==> config.mk <==
export PLATFORM = sky130hd
export DESIGN_NAME = src_operand_seq
export DESIGN_NICKNAME = d
export VERILOG_FILES = /design/src/rtl/sos_pkg.sv /design/src/rtl/sos_decode.sv /design/src/rtl/sos_seq.sv /design/src/rtl/src_operand_seq.sv
export SDC_FILE = /design/constraint.sdc
export NUM_CORES = 1
export LEC_CHECK = 0
export BUFFER_PORTS_ARGS = -buffer_cell sky130_fd_sc_hd__buf_2
export CAP_MARGIN = 25
export CORE_ASPECT_RATIO = 1.4
export CORE_MARGIN = 2
export CORE_UTILIZATION = 56
export CTS_BUF_LIST = sky130_fd_sc_hd__clkbuf_8
export CTS_CLUSTER_DIAMETER = 100
export CTS_CLUSTER_SIZE = 30
export DETAILED_ROUTE_END_ITERATION = 16
export MAX_ROUTING_LAYER = met4
export PLACE_DENSITY_LB_ADDON = 0.05
export SETUP_SLACK_MARGIN = 0.2
export SLEW_MARGIN = 5
export SYNTH_ARGS = -nofsm -noshare
export SYNTH_HDL_FRONTEND = slang
export SYNTH_HIERARCHICAL = 1
export SYNTH_SLANG_ARGS = --single-unit
==> constraint.sdc <==
create_clock -name clk -period 3.05 [get_ports clk]
set_clock_uncertainty 0.15 [all_clocks]
set_input_delay 0.4575 -clock clk [delete_from_list [all_inputs] [get_ports clk]]
set_output_delay 0.4575 -clock clk [all_outputs]
set_load 0.05 [all_outputs]
==> src/rtl/sos_pkg.sv <==
`timescale 1ns/1ps
package sos_pkg;

   // Resolved operand kinds after special-register reinterpretation
   typedef enum logic [2:0] {
      K_REG   = 3'd0,
      K_CONST = 3'd1,
      K_IND   = 3'd2,
      K_AUTO  = 3'd3,
      K_IMM   = 3'd4,
      K_ABS   = 3'd5,
      K_IDX   = 3'd6
   } kind_e;

   localparam logic [1:0] AM_DIRECT = 2'b00;
   localparam logic [1:0] AM_OFFSET = 2'b01;
   localparam logic [1:0] AM_DEREF  = 2'b10;
   localparam logic [1:0] AM_POSTI  = 2'b11;

   // Number of clock steps each resolved kind occupies
   function automatic logic [2:0] kind_steps(input kind_e k);
      case (k)
         K_REG, K_CONST:      return 3'd1;
         K_IND, K_AUTO, K_IMM: return 3'd2;
         K_ABS:               return 3'd3;
         default:             return 3'd4;
      endcase
   endfunction

endpackage

==> src/rtl/sos_decode.sv <==
`timescale 1ns/1ps
module sos_decode import sos_pkg::*; #(
   parameter int DW     = 16,
   parameter int RSW    = 4,
   parameter int PC_IDX = 0,
   parameter int SR_IDX = 2,
   parameter int CG_IDX = 3,
   parameter bit CG_EN  = 1'b1
) (
   input  logic [1:0]     mode_i,
   input  logic [RSW-1:0] reg_i,
   output kind_e          kind_o,
   output logic [DW-1:0]  cval_o
);

   logic cg_hit;

   generate
      if (CG_EN) begin : g_cg
         always_comb begin
            cg_hit = 1'b0;
            cval_o = '0;
            if (reg_i == RSW'(CG_IDX)) begin
               cg_hit = 1'b1;
               case (mode_i)
                  AM_DIRECT: cval_o = '0;
                  AM_OFFSET: cval_o = DW'(1);
                  AM_DEREF:  cval_o = DW'(2);
                  default:   cval_o = '1;
               endcase
            end else if (reg_i == RSW'(SR_IDX) && mode_i[1]) begin
               cg_hit = 1'b1;
               cval_o = mode_i[0] ? DW'(8) : DW'(4);
            end
         end
      end else begin : g_nocg
         assign cg_hit = 1'b0;
         assign cval_o = '0;
      end
   endgenerate

   always_comb begin
      if (cg_hit) begin
         kind_o = K_CONST;
      end else begin
         case (mode_i)
            AM_DIRECT: kind_o = K_REG;
            AM_OFFSET: kind_o = (reg_i == RSW'(SR_IDX)) ? K_ABS : K_IDX;
            AM_DEREF:  kind_o = K_IND;
            default:   kind_o = (reg_i == RSW'(PC_IDX)) ? K_IMM : K_AUTO;
         endcase
      end
   end

endmodule

==> src/rtl/sos_seq.sv <==
`timescale 1ns/1ps
module sos_seq import sos_pkg::*; #(
   parameter int DW     = 16,
   parameter int RSW    = 4,
   parameter int PC_IDX = 0
) (
   input  logic           clk,
   input  logic           rst_n,
   input  logic           start_i,
   input  kind_e          kind_i,
   input  logic [DW-1:0]  cval_i,
   input  logic [RSW-1:0] reg_i,
   input  logic           byte_i,
   input  logic [DW-1:0]  pc_i,
   input  logic [DW-1:0]  mem_rdata_i,
   input  logic [DW-1:0]  rf_rdata_i,
   output logic           pc_inc_o,
   output logic           mem_rd_o,
   output logic [DW-1:0]  mem_addr_o,
   output logic [RSW-1:0] rf_rsel_o,
   output logic           rf_we_o,
   output logic [RSW-1:0] rf_wsel_o,
   output logic [DW-1:0]  rf_wdata_o,
   output logic           src_load_o,
   output logic [DW-1:0]  src_o,
   output logic           done_o
);

   logic           busy_q;
   logic [2:0]     step_q;
   kind_e          kind_q;
   logic [RSW-1:0] reg_q;
   logic           byte_q;
   logic [DW-1:0]  cval_q, tmp_q, tmp_d, src_q, load_val;
   logic           done_q, tmp_we;

   always_comb begin
      pc_inc_o   = 1'b0;
      mem_rd_o   = 1'b0;
      mem_addr_o = '0;
      rf_rsel_o  = reg_q;
      rf_we_o    = 1'b0;
      rf_wsel_o  = reg_q;
      rf_wdata_o = rf_rdata_i + (byte_q ? DW'(1) : DW'(2));
      src_load_o = 1'b0;
      load_val   = mem_rdata_i;
      tmp_we     = 1'b0;
      tmp_d      = tmp_q;
      if (busy_q) begin
         case (kind_q)
            K_REG: begin
               src_load_o = 1'b1;
               load_val   = rf_rdata_i;
            end
            K_CONST: begin
               src_load_o = 1'b1;
               load_val   = cval_q;
            end
            K_IND, K_AUTO: begin
               if (step_q == 3'd1) begin
                  mem_rd_o   = 1'b1;
                  mem_addr_o = rf_rdata_i;
                  rf_we_o    = (kind_q == K_AUTO);
               end else begin
                  src_load_o = 1'b1;
               end
            end
            K_IMM: begin
               if (step_q == 3'd1) begin
                  mem_rd_o   = 1'b1;
                  mem_addr_o = pc_i;
                  pc_inc_o   = 1'b1;
               end else begin
                  src_load_o = 1'b1;
               end
            end
            K_ABS: begin
               case (step_q)
                  3'd1: begin
                     mem_rd_o   = 1'b1;
                     mem_addr_o = pc_i;
                     pc_inc_o   = 1'b1;
                  end
                  3'd2: begin
                     mem_rd_o   = 1'b1;
                     mem_addr_o = mem_rdata_i;
                  end
                  default: src_load_o = 1'b1;
               endcase
            end
            default: begin
               case (step_q)
                  3'd1: begin
                     mem_rd_o   = 1'b1;
                     mem_addr_o = pc_i;
                     pc_inc_o   = 1'b1;
                     tmp_we     = 1'b1;
                     tmp_d      = (reg_q == RSW'(PC_IDX)) ? pc_i : rf_rdata_i;
                  end
                  3'd2: begin
                     tmp_we = 1'b1;
                     tmp_d  = mem_rdata_i + tmp_q;
                  end
                  3'd3: begin
                     mem_rd_o   = 1'b1;
                     mem_addr_o = tmp_q;
                  end
                  default: src_load_o = 1'b1;
               endcase
            end
         endcase
      end
   end

   always_ff @(posedge clk or negedge rst_n) begin
      if (!rst_n) begin
         busy_q <= 1'b0;
         step_q <= 3'd0;
         kind_q <= K_REG;
         reg_q  <= '0;
         byte_q <= 1'b0;
         cval_q <= '0;
         tmp_q  <= '0;
         src_q  <= '0;
         done_q <= 1'b0;
      end else begin
         done_q <= src_load_o;
         if (tmp_we) tmp_q <= tmp_d;
         if (src_load_o) src_q <= load_val;
         if (!busy_q) begin
            if (start_i) begin
               busy_q <= 1'b1;
               step_q <= 3'd1;
               kind_q <= kind_i;
               reg_q  <= reg_i;
               byte_q <= byte_i;
               cval_q <= cval_i;
            end
         end else if (src_load_o) begin
            busy_q <= 1'b0;
            step_q <= 3'd0;
         end else begin
            step_q <= step_q + 3'd1;
         end
      end
   end

   assign src_o  = src_q;
   assign done_o = done_q;

   AST_CONST_NO_MEM: assert property (@(posedge clk) disable iff (!rst_n)
      (busy_q && kind_q == K_CONST) |-> (!mem_rd_o && !pc_inc_o));
   AST_WE_ONLY_AUTO: assert property (@(posedge clk) disable iff (!rst_n)
      rf_we_o |-> (kind_q == K_AUTO && step_q == 3'd1 && mem_rd_o));
   AST_PC_INC_SINGLE: assert property (@(posedge clk) disable iff (!rst_n)
      pc_inc_o |=> !pc_inc_o);
   AST_LOAD_AT_LAST_STEP: assert property (@(posedge clk) disable iff (!rst_n)
      src_load_o |-> (step_q == kind_steps(kind_q)));
   AST_DONE_ONE_CYCLE: assert property (@(posedge clk) disable iff (!rst_n)
      done_o |=> !done_o);
   AST_BUSY_IGNORES_START: assert property (@(posedge clk) disable iff (!rst_n)
      (busy_q && !src_load_o && start_i) |=> (kind_q == $past(kind_q) && busy_q));

endmodule

==> src/rtl/src_operand_seq.sv <==
`timescale 1ns/1ps
module src_operand_seq import sos_pkg::*; #(
   parameter int DW     = 16,
   parameter int RSW    = 4,
   parameter int PC_IDX = 0,
   parameter int SR_IDX = 2,
   parameter int CG_IDX = 3,
   parameter bit CG_EN  = 1'b1
) (
   input  logic           clk,
   input  logic           rst_n,
   input  logic           start_i,
   input  logic [1:0]     mode_i,
   input  logic [RSW-1:0] src_reg_i,
   input  logic           byte_i,
   input  logic [DW-1:0]  pc_i,
   output logic           pc_inc_o,
   output logic           mem_rd_o,
   output logic [DW-1:0]  mem_addr_o,
   input  logic [DW-1:0]  mem_rdata_i,
   output logic [RSW-1:0] rf_rsel_o,
   input  logic [DW-1:0]  rf_rdata_i,
   output logic           rf_we_o,
   output logic [RSW-1:0] rf_wsel_o,
   output logic [DW-1:0]  rf_wdata_o,
   output logic           src_load_o,
   output logic [DW-1:0]  src_o,
   output logic           done_o
);

   localparam int NREG = 1 << RSW;

   initial begin
      assert (DW >= 8) else $error("DW must be at least 8");
      assert (PC_IDX < NREG && SR_IDX < NREG && CG_IDX < NREG)
         else $error("special register index out of range");
      assert (PC_IDX != SR_IDX && PC_IDX != CG_IDX && SR_IDX != CG_IDX)
         else $error("special register indices must differ");
   end

   kind_e         kind;
   logic [DW-1:0] cval;

   sos_decode #(
      .DW(DW), .RSW(RSW), .PC_IDX(PC_IDX), .SR_IDX(SR_IDX),
      .CG_IDX(CG_IDX), .CG_EN(CG_EN)
   ) u_decode (
      .mode_i (mode_i),
      .reg_i  (src_reg_i),
      .kind_o (kind),
      .cval_o (cval)
   );

   sos_seq #(.DW(DW), .RSW(RSW), .PC_IDX(PC_IDX)) u_seq (
      .clk         (clk),
      .rst_n       (rst_n),
      .start_i     (start_i),
      .kind_i      (kind),
      .cval_i      (cval),
      .reg_i       (src_reg_i),
      .byte_i      (byte_i),
      .pc_i        (pc_i),
      .mem_rdata_i (mem_rdata_i),
      .rf_rdata_i  (rf_rdata_i),
      .pc_inc_o    (pc_inc_o),
      .mem_rd_o    (mem_rd_o),
      .mem_addr_o  (mem_addr_o),
      .rf_rsel_o   (rf_rsel_o),
      .rf_we_o     (rf_we_o),
      .rf_wsel_o   (rf_wsel_o),
      .rf_wdata_o  (rf_wdata_o),
      .src_load_o  (src_load_o),
      .src_o       (src_o),
      .done_o      (done_o)
   );

   AST_RESET_QUIET: assert property (@(posedge clk)
      !rst_n |-> (!done_o && !mem_rd_o && !pc_inc_o && !rf_we_o));

endmodule

## Word level (Yosys, flattened, before mapping)

Cells that the tools add are included.

- Bits in registers: 61
- Word-level logic and storage cells: 87
- Output and inout port bits: 61

- Bitwise operators: 2
- Reduce and logical (&&, ||, !) cells: 17
- Equality and inequality tests: 12
- $add $sub $neg: 3
- Multiplexer cells: 44

Operators with widths:

| operator | count |
|---|---|
| 16-bit one-hot mux with 2 select lines | 4 |
| 16-bit two-way mux | 7 |
| 16-bit one-hot mux with 4 select lines | 1 |
| 16-bit one-hot mux with 3 select lines | 1 |
| 16-bit adder | 2 |
| 1-bit two-way mux | 20 |
| 3-bit two-way mux | 5 |
| 3-bit by 2-bit equality test with 1-bit output (second input constant) | 4 |
| 3-bit one-hot mux with 3 select lines | 1 |
| 4-bit by 2-bit equality test with 1-bit output (second input constant) | 2 |
| 4-bit zero test | 2 |
| 2-bit OR reduction | 4 |
| 3-bit by 1-bit equality test with 1-bit output (second input constant) | 2 |
| 3-bit equality test (second input constant) | 2 |
| 1-bit one-hot mux with 3 select lines | 2 |
| 3-bit OR reduction | 2 |
| 6-bit OR reduction | 1 |
| 2-bit two-way mux | 2 |
| 4-bit two-way mux | 1 |
| 4-bit AND reduction | 1 |
| 2-bit nonzero test | 2 |
| 4-bit OR reduction | 1 |
| 3-bit by 1-bit adder with 3-bit output (second input constant) | 1 |
| 3-bit zero test | 1 |
| other kinds (6) | 7 |

## Logic depth before layout (Yosys ltp)

- Word-level depth: 7
- Gate-level depth with buffers: 10
- Depth with buffers taken out: 8

## Cells and area by module

Netlist, hierarchy kept.

By module, submodules not included:

| module | cells each | area an instance (µm²) | instances |
|---|---|---|---|
| sos_seq | 543 | 4,702.0 | 1 |
| sos_decode | 31 | 221.5 | 1 |

## Least setup slack after synthesis

No wires, ideal clock.

- Kind: reg2out
- Start: register u_seq.step_q[1]
- End: output port mem_addr_o[3]
- Arrival: 2,588 ps
- Path slack: -146 ps
- Path buffers: 2
- Stages on the path, launching flop included: 9
- Cell sequence: dfrtp_1 > inv_1 > ha_1 > nor2b_1 > clkbuf_1 > and2_1 > buf_2 > a222oi_1 > nor3_1

- Cells in the longest elaborated chain, start to end: 4
- Elaborated cells on any way between the ends: 9
- Those cells by class: 3 x eq/ne; 6 x mux

RTL lines:

| element | RTL line | RTL |
|---|---|---|
| start: declaration | sos_seq.sv:30 | `logic [2:0] step_q;` |
| start signal: assignment | sos_seq.sv:143 | `step_q <= step_q + 3'd1;` |
| 3-bit by 2-bit equality test with 1-bit output, or another cell as far along | sos_seq.sv:92 | `case (step_q)` |
| 16-bit one-hot mux with 2 select lines, or another cell as far along | sos_seq.sv:92 |  |
| 16-bit one-hot mux with 4 select lines * | sos_seq.sv:50 | `case (kind_q)` |
| 16-bit two-way mux * | sos_seq.sv:49 | `if (busy_q) begin` |
| end: declaration | src_operand_seq.sv:19 | `output logic [DW-1:0] mem_addr_o,` |

Every way passes the cells marked *; elsewhere a longest branch is shown, timed or not.

## Final worst setup path

- Start: register u_seq.byte_q
- End: output port rf_wdata_o[12]

- Cells in the longest elaborated chain, start to end: 2

RTL lines:

| element | RTL line | RTL |
|---|---|---|
| start: declaration | sos_seq.sv:33 | `logic byte_q;` |
| start signal: assignment | sos_seq.sv:136 | `byte_q <= byte_i;` |
| 2-bit two-way mux | sos_seq.sv:44 | `rf_wdata_o = rf_rdata_i + (byte_q ? DW'(1) : DW'(2));` |
| 16-bit adder | sos_seq.sv:44 |  |
| end: declaration | src_operand_seq.sv:25 | `output logic [DW-1:0] rf_wdata_o,` |

No other way between the ends.

==> flow_summary_export.csv <==
group,metric,value,unit
job,drv_cap,0,
setup_path,arrival,2.35,ns
route,wl,16100,um
clock_network,cts-root-buf,"clkbuf_8",
final_layout,diodes,0,
synthesis,synth-compound-area-share,24.2,%
clock_network,cts_buffer_depth,2,
timing,period_minus_slack,2.96,ns
timing,setup_ws,0.0925,ns
pwr,ir_drop,0.912,mV
timing,rsz0062_at_grt,"yes",
synthesis,synth_xor_area_share,4.45,%
synthesis,synth_fp_nets,655,
clock_network,cts_buffers,9,
timing,whs,0.159,ns
route,vias,5046,
grt,grt_util_all_layers,33.7,%
grt,grt_first_pass_wirelength,24600,um
timing,period_share,97.0,%
floorplan,dieArea,9570,sq um
grt,grt_max_degree,33,
synthesis,yosys_warnings,6,
route,drc,0,
synthesis,ys.flop_type,"dfrtp_1",
clock_network,h-tree-depth,3,
timing,fmax,338,MHz
synthesis,seq_area_frac_synth,31.0,%
placement,dp_slack,0.0932,ns
placement,portBuffers,118,
pwr,power_per_cell_area,1100,nW/um^2
synthesis,synth-seq-cells,61,
placement,hpwl,11700,um
setup_path,required,2.44,ns
clock_network,clkSinkCount,61,
synthesis,synth_edf_count,0,
synthesis,synth_top_area_share,31.0,%
placement,place_congestion,0.982,
floorplan,initial_core_util,57.5,%
route,antenna_left,0,
synthesis,yosys.area.top_type,"dfrtp_1",
synthesis,yosys.area_share.adder,6.15,%
timing,hold_viol,0,
synthesis,avgSynthCellArea,8.58,sq um
setup_path,cpMaxStageDelayCell,"dfrtp_1",
pwr,p_leak,2.98,nW
setup_path,crit_chain,"ha_2 > inv_2 > fa_2 > nor2_4 > and3_4 > and2_4 > nand4_1 > xnor2_2 > buf_6",
clock_network,clk_transition_reported_paths,0.07,ns
timing,relSlewSlack,60.1,%
setup_path,cpPeakStageDelay,0.38,ns
setup_path,crit_type,"register to output pin",
synthesis,synthSimpleGateAreaFrac,15.8,%
pwr,p_total,6.74,mW
clock_network,clock_latency,0.36,ns
route,drtIter0Drc,657,
final_layout,final_util,71.5,%
final_layout,final_cell_mix,"buf_2 (97), nand2_1 (63), dfrtp_1 (57)",
synthesis,synth_top_family_by_area,"compound AO/OA/AOI/OAI gates",
timing,tightest_slew,0.598,ns
final_layout,syn2layout_area_growth,24.3,%
final_layout,final_common_cell,"buf_2",
final_layout,fin_nets,767,
synthesis,muxShareOfSynthArea,12.1,%
setup_path,endpoint_kind,"output pin",
route,drtPass1Iterations,6,
synthesis,syn-instance-count,574,
grt,antenna_found_initial,0,
floorplan,io_pins,119,
status,status,"completed",
synthesis,synth_area,4920,sq um
route,avgRoutedWirePerCell,20.3,um
final_layout,layout-drive-gt1-share,35.9,%
grt,grt_pass1_vias,4768,
clock_network,cts_tree,"done",
floorplan,die_h,115,um
floorplan,std_cell_rows,40,
synthesis,synthArstFlopShare,100,%
grt,grt_overflow_total,0,
min_path,hold_path_class,"input pin to register",
synthesis,synth_area_leaders,"dfrtp_1 (31%), mux2_2 (6.6%), ha_1 (5.3%)",
setup_path,worstSetupStartpointType,"register",
floorplan,core_area,8560,sq um
timing,setup_violations,0,
setup_path,path_max_fanout,3,
timing,drv_slew,0,
synthesis,synthDistinctLibCells,60,
route,via_per_inst,6.34,
floorplan,fp.dieW,83.2,um
worst paths after layout:
check                      slack (ns)  cells past startpoint                   startpoint                           to
setup / recovery                 0.09                      9     u_seq/byte_q$_DFFE_PN0P_               rf_wdata_o[12]
hold reg to reg                  0.33                      2  u_seq/src_o[14]$_DFFE_PN0P_  u_seq/src_o[14]$_DFFE_PN0P_
setup reg to reg                 0.43                      8   u_seq/tmp_q[0]$_DFFE_PN0P_  u_seq/tmp_q[12]$_DFFE_PN0P_
max in group asynchronous        1.91                      3                        rst_n  u_seq/step_q[0]$_DFFE_PN0P_
min in group asynchronous        0.51                      3                        rst_n   u_seq/src_o[9]$_DFFE_PN0P_
hold / removal                   0.16                      3                       byte_i     u_seq/byte_q$_DFFE_PN0P_
cell type report:
| class | instances | area, sq um |
|---|---|---|
| Multi-Input combinational cell | 451 | 3290 |
| Fill cell | 703 | 2440 |
| Sequential cell | 61 | 1530 |
| Timing Repair Buffer | 151 | 927 |
| Clock buffer | 10 | 138 |
| Tap cell | 105 | 131 |
| Clock inverter | 6 | 55.1 |
| Inverter | 12 | 45.0 |
per-layer routing:
metal / vias up / GRT usage, % / wire (um)
met5: - / - / 0
met4: 0 / 17.5 / 777
met3: 57 / 7.97 / 1320
met2: 271 / 53.0 / 7640
met1: 2398 / 40.6 / 6400
li1: 2320 / - / -
kinds of logic (layout without fill, tap and decap cells):
logic type               Yosys count  in the layout
multiplexers                      56             56
AND/OR/NAND/NOR                  166            167
AO/OA/AOI/OAI                    180            180
XOR/XNOR                          25             25
adder cells (fa/ha/maj)           23             23
flip-flops                        61             61
buffers and inverters             63            179
flip-flops by register name, indices dropped and copies added, names as in the netlist:
name             flops
u_seq/busy_q         1
u_seq/byte_q         1
u_seq/cval_q        16
u_seq/done_o         1
u_seq/kind_q         3
u_seq/rf_rsel_o      4
u_seq/src_o         16
u_seq/step_q         3
u_seq/tmp_q         16
cells in the mapped netlist, types with 10 or more instances:
cell and count:
nand2_1 68, dfrtp_1 61, o21ai_0 51, nor2_1 41
mux2_2 29, mux2i_1 26, clkbuf_1 25, a21oi_1 23
a21o_1 21, ha_1 21, a222oi_1 16, a22oi_1 16
buf_4 16, nor3_1 15, o21ai_1 15, xnor2_1 14
inv_1 12, xor2_1 11, nand3_1 10
stage by stage:
step | cell area, sq um | TNS [ns] | cells
4_1_cts | 5940 | 0 | 788
2_1_floorplan | 5010 | 0 | 574
6_report | 6120 | 0 | 796
3_5_place_dp | 5650 | 0 | 769
5_1_grt | 6120 | -0.0145 | 796
3_3_place_gp | 5650 | 0 | 769
report_power, final:
| group | switching [mW] | leakage [nW] | internal (mW) | total, mW |
|---|---|---|---|---|
| Clock | 0.345 | 0.105 | 0.391 | 0.735 |
| Combinational | 3.03 | 2.11 | 1.54 | 4.57 |
| Sequential | 0.320 | 0.762 | 1.12 | 1.44 |
| Total | 3.70 | 2.98 | 3.05 | 6.74 |
critical path, delay by kind of cell (launching register included):
kind,cells,cell delay (ns)
XOR/XNOR,1,0.20
adder cells (fa/ha/maj),2,0.57
AND/OR/NAND/NOR,4,0.62
flip-flops,1,0.38
buffers and inverters,2,0.22
what timing repair did:
action                                 4_1_cts  5_1_grt
hold buffers                                 1        0
pin swaps                                    3       16
resized for setup                           23       54
setup endpoints to repair                   24       25
buffers inserted                             2        5
endpoints found under the hold margin       61        0
cloned                                       0        3
Note: power is estimated with default switching activity, not from simulation.
